## src/rtl/cyc_dispatch_pkg.sv

```systemverilog
package cyc_dispatch_pkg;

    typedef enum logic [2:0] {
        K_MEM_RD = 3'd0,
        K_MEM_WR = 3'd1,
        K_IO_RD  = 3'd2,
        K_IO_WR  = 3'd3,
        K_INTA   = 3'd4,
        K_HALT   = 3'd5,
        K_SHUT   = 3'd6,
        K_NONE   = 3'd7
    } kind_t;

    typedef enum logic [1:0] {
        DST_NONE = 2'd0,
        DST_BUS  = 2'd1,
        DST_DRAM = 2'd2,
        DST_INT  = 2'd3
    } dest_t;

    typedef enum logic [2:0] {
        S_IDLE  = 3'd0,
        S_CLAIM = 3'd1,
        S_ALE   = 3'd2,
        S_CMD   = 3'd3,
        S_DRAM  = 3'd4
    } state_t;

    typedef struct packed {
        dest_t dest;
        logic  rd;
        logic  rom_rd;
        logic  cas_ok;
        logic  inta;
        logic  shut;
    } cls_t;

endpackage

```

## src/rtl/cyc_classify.sv

```systemverilog
module cyc_classify
    import cyc_dispatch_pkg::*;
(
    input  logic [2:0] kind,
    input  logic       rom_hit,
    input  logic       wp_hit,
    input  logic       dram_hit,
    output cls_t       cls
);

    kind_t k;
    assign k = kind_t'(kind);

    always_comb begin
        cls      = '0;
        cls.dest = DST_NONE;
        case (k)
            K_MEM_RD: begin
                cls.rd = 1'b1;
                if (rom_hit) begin
                    cls.dest   = DST_BUS;
                    cls.rom_rd = 1'b1;
                end else if (wp_hit || dram_hit) begin
                    cls.dest   = DST_DRAM;
                    cls.cas_ok = 1'b1;
                end else begin
                    cls.dest = DST_BUS;
                end
            end
            K_MEM_WR: begin
                if (rom_hit) begin
                    cls.dest = DST_BUS;
                end else if (wp_hit) begin
                    cls.dest   = DST_DRAM;
                    cls.cas_ok = 1'b0;
                end else if (dram_hit) begin
                    cls.dest   = DST_DRAM;
                    cls.cas_ok = 1'b1;
                end else begin
                    cls.dest = DST_BUS;
                end
            end
            K_IO_RD: begin
                cls.dest = DST_BUS;
                cls.rd   = 1'b1;
            end
            K_IO_WR: cls.dest = DST_BUS;
            K_INTA: begin
                cls.dest = DST_INT;
                cls.inta = 1'b1;
            end
            K_HALT: cls.dest = DST_INT;
            K_SHUT: begin
                cls.dest = DST_INT;
                cls.shut = 1'b1;
            end
            default: cls.dest = DST_NONE;
        endcase
    end

endmodule

```

## src/rtl/cyc_sequencer.sv

```systemverilog
module cyc_sequencer
    import cyc_dispatch_pkg::*;
#(
    parameter int VEC_W = 8
) (
    input  logic             clk,
    input  logic             rst_n,
    input  logic             ts_vld,
    input  cls_t             cls_in,
    input  logic             claim_en,
    input  logic             ext_claim,
    input  logic             bus_done,
    input  logic [VEC_W-1:0] vec_in,
    output logic             ale,
    output logic             cmd,
    output logic             rom_cs_n,
    output logic             cas_en,
    output logic             rdy,
    output logic             rst_req,
    output logic             dir_lo,
    output logic             dir_hi,
    output logic [VEC_W-1:0] vec_out
);

    typedef struct packed {
        state_t           st;
        cls_t             cls;
        logic             ale;
        logic             cmd;
        logic             rom_cs_n;
        logic             cas;
        logic             rdy;
        logic             rst_req;
        logic             dir;
        logic [VEC_W-1:0] vec;
    } seq_t;

    localparam seq_t SEQ_RST = '{
        st:       S_IDLE,
        cls:      '0,
        ale:      1'b0,
        cmd:      1'b0,
        rom_cs_n: 1'b1,
        cas:      1'b0,
        rdy:      1'b0,
        rst_req:  1'b0,
        dir:      1'b1,
        vec:      '0
    };

    seq_t seq_d, seq_q;
    logic in_bus;

    always_comb begin
        seq_d         = seq_q;
        seq_d.rdy     = 1'b0;
        seq_d.rst_req = 1'b0;
        seq_d.vec     = '0;

        case (seq_q.st)
            S_IDLE: begin
                if (ts_vld && cls_in.dest != DST_NONE) begin
                    seq_d.cls = cls_in;
                    case (cls_in.dest)
                        DST_BUS:  seq_d.st = claim_en ? S_CLAIM : S_ALE;
                        DST_DRAM: seq_d.st = S_DRAM;
                        default: begin
                            seq_d.rdy     = 1'b1;
                            seq_d.rst_req = cls_in.shut;
                            seq_d.vec     = cls_in.inta ? vec_in : '0;
                        end
                    endcase
                end
            end
            S_CLAIM: seq_d.st = ext_claim ? S_IDLE : S_ALE;
            S_ALE:   seq_d.st = S_CMD;
            S_CMD: begin
                if (bus_done) begin
                    seq_d.st  = S_IDLE;
                    seq_d.rdy = 1'b1;
                end
            end
            S_DRAM: begin
                seq_d.st  = S_IDLE;
                seq_d.rdy = 1'b1;
            end
            default: seq_d.st = S_IDLE;
        endcase

        in_bus         = (seq_d.st == S_ALE) || (seq_d.st == S_CMD);
        seq_d.ale      = (seq_d.st == S_ALE);
        seq_d.cmd      = (seq_d.st == S_CMD);
        seq_d.rom_cs_n = !(in_bus && seq_d.cls.rom_rd);
        seq_d.cas      = (seq_d.st == S_DRAM) && seq_d.cls.cas_ok;
        seq_d.dir      = !((seq_d.st == S_CMD) && seq_d.cls.rd);
    end

    always_ff @(posedge clk) begin
        if (!rst_n) begin
            seq_q <= SEQ_RST;
        end else begin
            seq_q <= seq_d;
        end
    end

    assign ale      = seq_q.ale;
    assign cmd      = seq_q.cmd;
    assign rom_cs_n = seq_q.rom_cs_n;
    assign cas_en   = seq_q.cas;
    assign rdy      = seq_q.rdy;
    assign rst_req  = seq_q.rst_req;
    assign dir_lo   = seq_q.dir;
    assign dir_hi   = seq_q.dir;
    assign vec_out  = seq_q.vec;

endmodule

```

## src/rtl/cyc_dispatch.sv

```systemverilog
module cyc_dispatch
    import cyc_dispatch_pkg::*;
#(
    parameter int VEC_W = 8
) (
    input  logic             clk,
    input  logic             rst_n,
    input  logic             ts_vld,
    input  logic [2:0]       cyc_kind,
    input  logic             rom_hit,
    input  logic             wp_hit,
    input  logic             dram_hit,
    input  logic             claim_en,
    input  logic             ext_claim,
    input  logic             bus_done,
    input  logic [VEC_W-1:0] vec_in,
    output logic             xbus_ale,
    output logic             xbus_cmd,
    output logic             rom_cs_n,
    output logic             cas_en,
    output logic             cpu_rdy,
    output logic             cpu_rst_req,
    output logic             dir_lo,
    output logic             dir_hi,
    output logic [VEC_W-1:0] vec_out
);

    cls_t cls_w;

    cyc_classify u_cls (
        .kind     (cyc_kind),
        .rom_hit  (rom_hit),
        .wp_hit   (wp_hit),
        .dram_hit (dram_hit),
        .cls      (cls_w)
    );

    cyc_sequencer #(.VEC_W(VEC_W)) u_seq (
        .clk       (clk),
        .rst_n     (rst_n),
        .ts_vld    (ts_vld),
        .cls_in    (cls_w),
        .claim_en  (claim_en),
        .ext_claim (ext_claim),
        .bus_done  (bus_done),
        .vec_in    (vec_in),
        .ale       (xbus_ale),
        .cmd       (xbus_cmd),
        .rom_cs_n  (rom_cs_n),
        .cas_en    (cas_en),
        .rdy       (cpu_rdy),
        .rst_req   (cpu_rst_req),
        .dir_lo    (dir_lo),
        .dir_hi    (dir_hi),
        .vec_out   (vec_out)
    );

endmodule

```

## config.mk

```make
export PLATFORM = sky130hd
export DESIGN_NAME = cyc_dispatch
export DESIGN_NICKNAME = d
export VERILOG_FILES = /design/src/rtl/cyc_dispatch_pkg.sv /design/src/rtl/cyc_classify.sv /design/src/rtl/cyc_sequencer.sv /design/src/rtl/cyc_dispatch.sv
export SDC_FILE = /design/constraint.sdc
export NUM_CORES = 1
export LEC_CHECK = 0
export CAP_MARGIN = 20
export CORE_MARGIN = 10
export CORE_UTILIZATION = 40
export DETAILED_ROUTE_END_ITERATION = 6
export GPL_TIMING_DRIVEN = 0
export MAX_ROUTING_LAYER = met4
export PLACE_DENSITY = 0.85
export REMOVE_ABC_BUFFERS = 1
export SKIP_CTS_REPAIR_TIMING = 1
export SYNTH_ARGS = -nofsm -noshare
export SYNTH_HDL_FRONTEND = slang
export SYNTH_SLANG_ARGS = --single-unit
```

## constraint.sdc

```tcl
create_clock -name clk -period 5.05 [get_ports clk]
set_input_delay 1.515 -clock clk [delete_from_list [all_inputs] [get_ports clk]]
set_output_delay 1.515 -clock clk [all_outputs]
set_load 0.03 [all_outputs]
```

### Word-level counts from Yosys, hierarchy flattened

Cells that the tools add are included.
Widths: inputs -> output; s select.

* logic and storage cells: 80
* flip-flop bits (word level): 25

* multiplexer cells: 28
* reductions and logical operators: 18
* equality and inequality tests: 15
* bitwise gates (word level): 4

Operators with widths (count)
* $eq 3x2->1 const B: 6
* $mux 2: 9
* $eq 3x3->1 const B: 5
* $pmux 3 s4: 1
* $mux 1: 11
* $mux 10: 1
* $pmux 2 s4: 1
* $eq 3x1->1 const B: 2
* $logic_not 3->1: 2
* $pmux 3 s2: 1
* $reduce_or 2->1: 3
* $reduce_or 6->1: 1
* $mux 5: 1
* $reduce_or 5->1: 1
* $logic_and 1x1->1: 4
* $not 1->1: 4
* $mux 3: 1
* $pmux 1 s3: 1
* $reduce_or 3->1: 1
* $eq 2x1->1 const B: 1
* $eq 2x2->1 const B: 1
* $logic_not 1->1: 2
* $logic_or 1x1->1: 2
* $pmux 1 s2: 1
* other kinds (2): 2

### Logic depth before layout (Yosys ltp)

Gate-level depths: netlist of run 1.

* depth in word-level cells: 12
* mapped depth: 11
* depth with buffers taken out: 9

### By module

A second synthesis of run 1 with hierarchy kept.

* cell total of the unflattened synthesis: 90
* area total of the unflattened synthesis: 900.9 µm²

Modules (own cells, without submodules)
* cyc_sequencer: instances 1, sequential area each 400.4 µm², cells an instance 78, area each 807.0 µm²
* cyc_classify: instances 1, sequential area each 0.0 µm², cells an instance 12, area each 93.8 µm²

### Worst setup path after synthesis of run 1

Ideal clock, no wire load.

* path kind: in2reg
* from: input port cyc_kind[1]
* to: register u_seq.seq_q[18] in the netlist's numbering
* setup slack: 1.748 ns
* stages: 10
* required time: 4.935 ns
* arrival time: 3.187 ns
* library setup time: 0.115 ns
* cell sequence: nor2_1 -> o21ai_0 -> nor2b_1 -> a21o_1 -> ha_1 -> nor4b_4 -> and2b_1 -> buf_6 -> mux2_2 -> and2_1

* word-level cells in the longest chain between the ends: 7
* elaborated cells between the ends (all ways): 15
* those cells by class: 6 x eq/ne; 4 x mux; 5 x reduce/logical

RTL lines
* start, declared: RTL line cyc_dispatch.sv:9 `input logic [2:0] cyc_kind,`
* $eq 3x3->1 / $eq 3x2->1 (equally long branches): RTL line cyc_classify.sv:17 `case (k)`
* $reduce_or 3->1 (no source line) / $reduce_or 2->1 (equally long branches)
* $pmux 2 s4: RTL line cyc_classify.sv:17
* $reduce_bool 2->1: RTL line cyc_sequencer.sv:62 `if (ts_vld && cls_in.dest != DST_NONE) begin`
* $logic_and 1x1->1: RTL line cyc_sequencer.sv:62
* $mux 10 (*): RTL line cyc_sequencer.sv:62
* $mux 5 (*): RTL line cyc_sequencer.sv:60 `case (seq_q.st)`
* end signal, assigned: RTL line cyc_sequencer.sv:102 `seq_q <= seq_d;`
* end, declared: RTL line cyc_sequencer.sv:51 `seq_t seq_d, seq_q;`

Every way passes the cells marked *; elsewhere a longest branch is shown, timed or not.
A chain may end at the register's enable or synchronous reset.

### Worst setup path after layout of run 1

Same ends and word-level chain as after synthesis.

==> results of run 1 <==
==> critical path, stage by stage <==
cell	delay [ps]
clkdlybuf4s50_1	530
nor2_1	150
o21ai_0	100
nor2b_1	150
a21o_1	180
ha_1	220
nor4b_4	290
and2b_1	280
mux2_2	370
and2_1	150
==> worst min path at each step <==
stage | to | slack [ps] | depth (start not counted)
2_1_floorplan | u_seq.seq_q[19] | 450 | 2
3_3_place_gp | u_seq.seq_q[19] | 470 | 2
3_5_place_dp | u_seq.seq_q[19] | 480 | 2
4_1_cts | u_seq.seq_q[19] | 500 | 2
5_1_grt | u_seq.seq_q[19] | 550 | 2
6_report | u_seq.seq_q[19] | 500 | 2
==> Yosys cell counts (2+ instances only) <==
| library cell | number |
|---|---|
| dfxtp_1 | 20 |
| and3_1 | 10 |
| buf_4 | 10 |
| nor2_1 | 8 |
| nand2b_1 | 4 |
| nor2b_1 | 4 |
| a21oi_1 | 3 |
| a31oi_1 | 3 |
| ha_1 | 3 |
| inv_1 | 3 |
| nand3_1 | 3 |
| and2_1 | 2 |
| nand2_1 | 2 |
==> logic make-up after synthesis <==
group / share of synthesized area [%]
multiplexers: 2.310
AO/OA/AOI/OAI: 8.967
buffers and inverters: 10.60
adder cells (fa/ha/maj): 4.077
flip-flops: 43.48
AND/OR/NAND/NOR: 30.57
==> layer usage <==
| layer | up-vias | wire length [um] | track usage, % |
|---|---|---|---|
| li1 | 379 | - | - |
| met1 | 329 | 1000 | 11.47 |
| met2 | 32 | 829 | 14.53 |
| met3 | 0 | 258 | 3.589 |
| met4 | 0 | 0 | 2.261 |
| met5 | - | 0 | - |
==> registers in the layout, summed over array words and instances, names as in the netlist <==
signal	flops
u_seq.ale	1
u_seq.rom_cs_n	1
u_seq.seq_q	5
u_seq.cmd	1
u_seq.vec_out	8
u_seq.rdy	1
u_seq.cas_en	1
u_seq.rst_req	1
u_seq.dir_hi	1
==> area by class of cell <==
class,count,share of cell area [%]
tap,28,2.820
clock buffer,3,1.813
multi-input combinational,60,34.04
sequential,20,32.23
inverter,3,0.9063
timing repair buffer,35,28.20
==> power by group through the flow <==
stage | Clock, mW | Sequential, mW | Combinational (mW)
global placement | 0 | 0.168 | 0.0569
global route | 0.0798 | 0.165 | 0.0636
CTS | 0.0746 | 0.164 | 0.0583
finish | 0.0706 | 0.164 | 0.0579
detailed placement | 0 | 0.168 | 0.0576
floorplan | 0 | 0.172 | 0.0262
==> results.md, run 1 <==
- Largest net degree at the start of global routing: 11
- Max Fclk: 0.2655 GHz
- Longest Clk Path Bufs: 2
- Pwr Total: 0.2929 mW
- Clock sink total: 20
- # Max-Cap Violations: 0
- Antenna Cells: 0
- Post-synth ARST share: 0%
- Max Slew Vio Count: 0
- Fillers: 214
- Max VDD drop: 175.1 uV
- RSZ-0062 raised after global routing: no
- Initial DRC Count: 15
- Global-route wire length before repair: 3332 um
- Row cnt: 17
- Max Clock Skew: 8.626 ps
- Via Count: 740
- Final GP Congestion: 0.8383
- Crit path kind: in2reg
- Initial antenna violation count: 0
- Post-Route WL: 2087 um
- CTS buffer count: 3
- Synth Area per Inst: 9.797 sq um
- Clk_lat worst skew: 290 ps
- Total area of sequential cells: 400.4 sq um
- Reg power frac: 56.1%
- Worst reg-to-reg path cell count: 4
- Final setup fails: 0
- Comb power frac: 19.8%
- CTS tree: done
- Synth top area share: 43.48%
- Post-detail-place hpwl: 1690 um
- CP arrival: 3950 ps
- Placed standard-cell area: 1220 sq um
- RR Endpoint: u_seq.seq_q[18]
- Root buf cell: clkbuf_4
- CP startpoint: cyc_kind[1]
- R2r setup slk: 3410 ps
- Largest area contributor in the netlist: dfxtp_1
- Io pins: 36
- Overall Global Routing Usage: 9.472%
- Commonest non-fill, non-tap cell in the layout: clkdlybuf4s50_1
- Synth Instances: 94
- PwrDens: 235.7 nW/um^2
- Main synth FF type: dfxtp_1
- Pre-CTS setup slack: 978.5 ps
- Switch share: 24.73%
- Status: finished clean
- Setup crit end kind: register
- Post-route minimum period: 3767 ps
- CP required: 5240 ps
- CP endpoint: u_seq.seq_q[18]
- Antenna viol nets, final: 0
- NetSw: 0.07241 mW
- Final Non-Filler Cells: 149
- Final setup margin: 1283 ps
- DR vias/cell: 4.966
- Hold crit path type: reg2reg
- Tcrit/Tclk final: 74.59%
- DRT Pass-1 Iters: 3
- Post-synth EDFFs: 0
- Most frequent cells in the layout: clkdlybuf4s50_1 (35), dfxtp_1 (20), and3_1 (10)
- Layout cells sized above 1: 5.785%
- Die ar.: 4621 sq um
- Routed len/inst: 14.01 um
- Util after Layout: 56.17%
- Nets: 146
- #FFs+latches synth: 20
- Area of the multi-input gates: 422.9 sq um
- Seq/Total Area, Yosys: 43.48%
- Slew HR: 76.23%
- Final hold vios: 0
- Crit start category: input pin
- H-tree Lvls: 1
- Synthesized cell area: 920.9 sq um
- Worst Tran Pin Value: 347.5 ps
- Synth warn: 0
- Initial Utilization: 41.63%
- Cell types occupying the most area after synthesis: dfxtp_1 (43%), buf_4 (8.2%), and3_1 (6.8%), ha_1 (4.1%), nor2_1 (3.3%)
- Chip height: 67.98 um
- Port bufs: 35
- Leak pwr: 0.5199 nW
- Clock network power share: 24.1%
- Hold_sp: u_seq.seq_q[19]
- GRT overflow: 0
- Vias in the first global route: 751
- Clock transition at path regs: 90 ps
- DRC violations left: 0
- Yosys cell types: 32
- Die width: 67.98 um
- Final setup TNS: 0 ps
- Pint: 0.2205 mW
- Core ar.: 2212 sq um
- Area growth, synth to finish: 34.92%
- Worst r2r src: u_seq.seq_q[23]
- Post-route cell area: 1242 sq um
- Post-placement cell count: 146
- Crit Path Max Fanout: 8
- Hold slack: 502.5 ps
Note: power is estimated with default switching activity, not from simulation.
==> inputs of run 2 (changes only) <==
==> constraint.sdc (replaced) <==
create_clock -name clk -period 3.5 [get_ports clk]
set_input_delay 1.05 -clock clk [delete_from_list [all_inputs] [get_ports clk]]
set_output_delay 1.05 -clock clk [all_outputs]
set_load 0.03 [all_outputs]
==> results.md, run 2 (synthesized netlist as in run 1, its figures left out) <==
- Status: finished clean
- DR vias/cell: 4.966
- Port bufs: 35
- Tcrit/Tclk final: 93.22%
- Slew HR: 75.01%
- Setup crit end kind: register
- Final GP Congestion: 0.8383
- Post-route minimum period: 3263 ps
- Clock sink total: 20
- Overall Global Routing Usage: 9.472%
- Routed len/inst: 13.99 um
- Die ar.: 4621 sq um
- Initial antenna violation count: 0
- GRT overflow: 0
- Post-detail-place hpwl: 1690 um
- Io pins: 36
- Switch share: 24.70%
- NetSw: 0.1045 mW
- Worst path cell trace: clkdlybuf4s50_1, nor2_1, o21ai_0, nor2b_1, a21o_1, ha_1, nor4b_4, and2b_2, mux2_2, and2_1
- # Max-Cap Violations: 0
- Clk_lat worst skew: 290 ps
- DRC violations left: 0
- Max Fclk: 0.3065 GHz
- Util after Layout: 56.28%
- CP arrival: 3450 ps
- RSZ-0062 raised after global routing: no
- Final Non-Filler Cells: 149
- Final setup fails: 0
- Layout cells sized above 1: 7.438%
- Longest Clk Path Bufs: 2
- Antenna viol nets, final: 0
- Final hold vios: 0
- Leak pwr: 0.5192 nW
- Crit path kind: in2reg
- Number of flip-flops in the largest register: 8
- Hold crit path type: reg2reg
- Fillers: 212
- H-tree Lvls: 1
- Root buf cell: clkbuf_4
- Initial Utilization: 41.63%
- Chip height: 67.98 um
- Placed standard-cell area: 1220 sq um
- Final setup margin: 237.4 ps
- Max stage delay on crit path: 530 ps
- Initial DRC Count: 15
- Worst Tran Pin Value: 365.3 ps
- Core ar.: 2212 sq um
- Vias in the first global route: 751
- Crit Path Max Fanout: 8
- DRT Pass-1 Iters: 3
- CTS buffer count: 3
- Comb power frac: 19.9%
- CP required: 3690 ps
- CTS tree: done
- Largest net degree at the start of global routing: 11
- Max Clock Skew: 8.626 ps
- Die width: 67.98 um
- Reg power frac: 56.1%
- Clock transition at path regs: 90 ps
- Max Slew Vio Count: 0
- Global-route wire length before repair: 3332 um
- Nets: 146
- PwrDens: 339.7 nW/um^2
- Via Count: 740
- Post-route cell area: 1245 sq um
- Pwr Total: 0.4230 mW
- Commonest non-fill, non-tap cell in the layout: clkdlybuf4s50_1
- Final setup TNS: 0 ps
- Area growth, synth to finish: 35.19%
- Post-Route WL: 2084 um
- Hold slack: 502.5 ps
- Clock network power share: 24.1%
- CP max-delay cell: clkdlybuf4s50_1
- Max VDD drop: 252.6 uV
- Pint: 0.3185 mW
- Pre-CTS setup slack: -106.5 ps
- Crit start category: input pin
- Post-placement cell count: 146
- Row cnt: 17
- Most frequent cells in the layout: clkdlybuf4s50_1 (35), dfxtp_1 (20), and3_1 (10)
- Antenna Cells: 0
run 2: power by group through the flow:
stage / logic [mW] / clock network (mW) / registers (mW)
finish: 0.0840 / 0.102 / 0.237
global route: 0.0922 / 0.115 / 0.238
CTS: 0.0841 / 0.108 / 0.237
detailed placement: 0.0831 / 0 / 0.242
global placement: 0.0820 / 0 / 0.242
floorplan: 0.0378 / 0 / 0.248
run 2: worst paths after layout:
kind                         from         endpoint  slack (ps)  depth (start not counted)
hold reg to reg   u_seq.seq_q[19]  u_seq.seq_q[19]         500                          2
setup reg to reg  u_seq.seq_q[23]  u_seq.seq_q[18]        1900                          4
hold / removal    u_seq.seq_q[19]  u_seq.seq_q[19]         500                          2
setup / recovery      cyc_kind[1]  u_seq.seq_q[18]         240                         10
run 2: area by class of cell:
cell class | count | area (sq um) | area share, %
multi-input cells | 60 | 425.4 | 34.17
repair buffers | 35 | 350.3 | 28.14
well taps | 28 | 35.03 | 2.814
flip-flops and latches | 20 | 400.4 | 32.16
inverters | 3 | 11.26 | 0.9045
clock buffers | 3 | 22.52 | 1.809
run 2: layer usage:
layer | track usage (%) | vias up | share of wire [%]
met5 | - | - | 0
met4 | 2.261 | 0 | 0
met3 | 3.589 | 0 | 12
met2 | 14.53 | 32 | 40
li1 | - | 379 | -
met1 | 11.47 | 329 | 48
run 2: worst max-delay path, delay by kind of cell:
kind            cells  cell delay (ps)
fa+ha+maj           1              220
mux                 1              350
buf+inv             1              530
simple gates        5             1000
compound gates      2              280
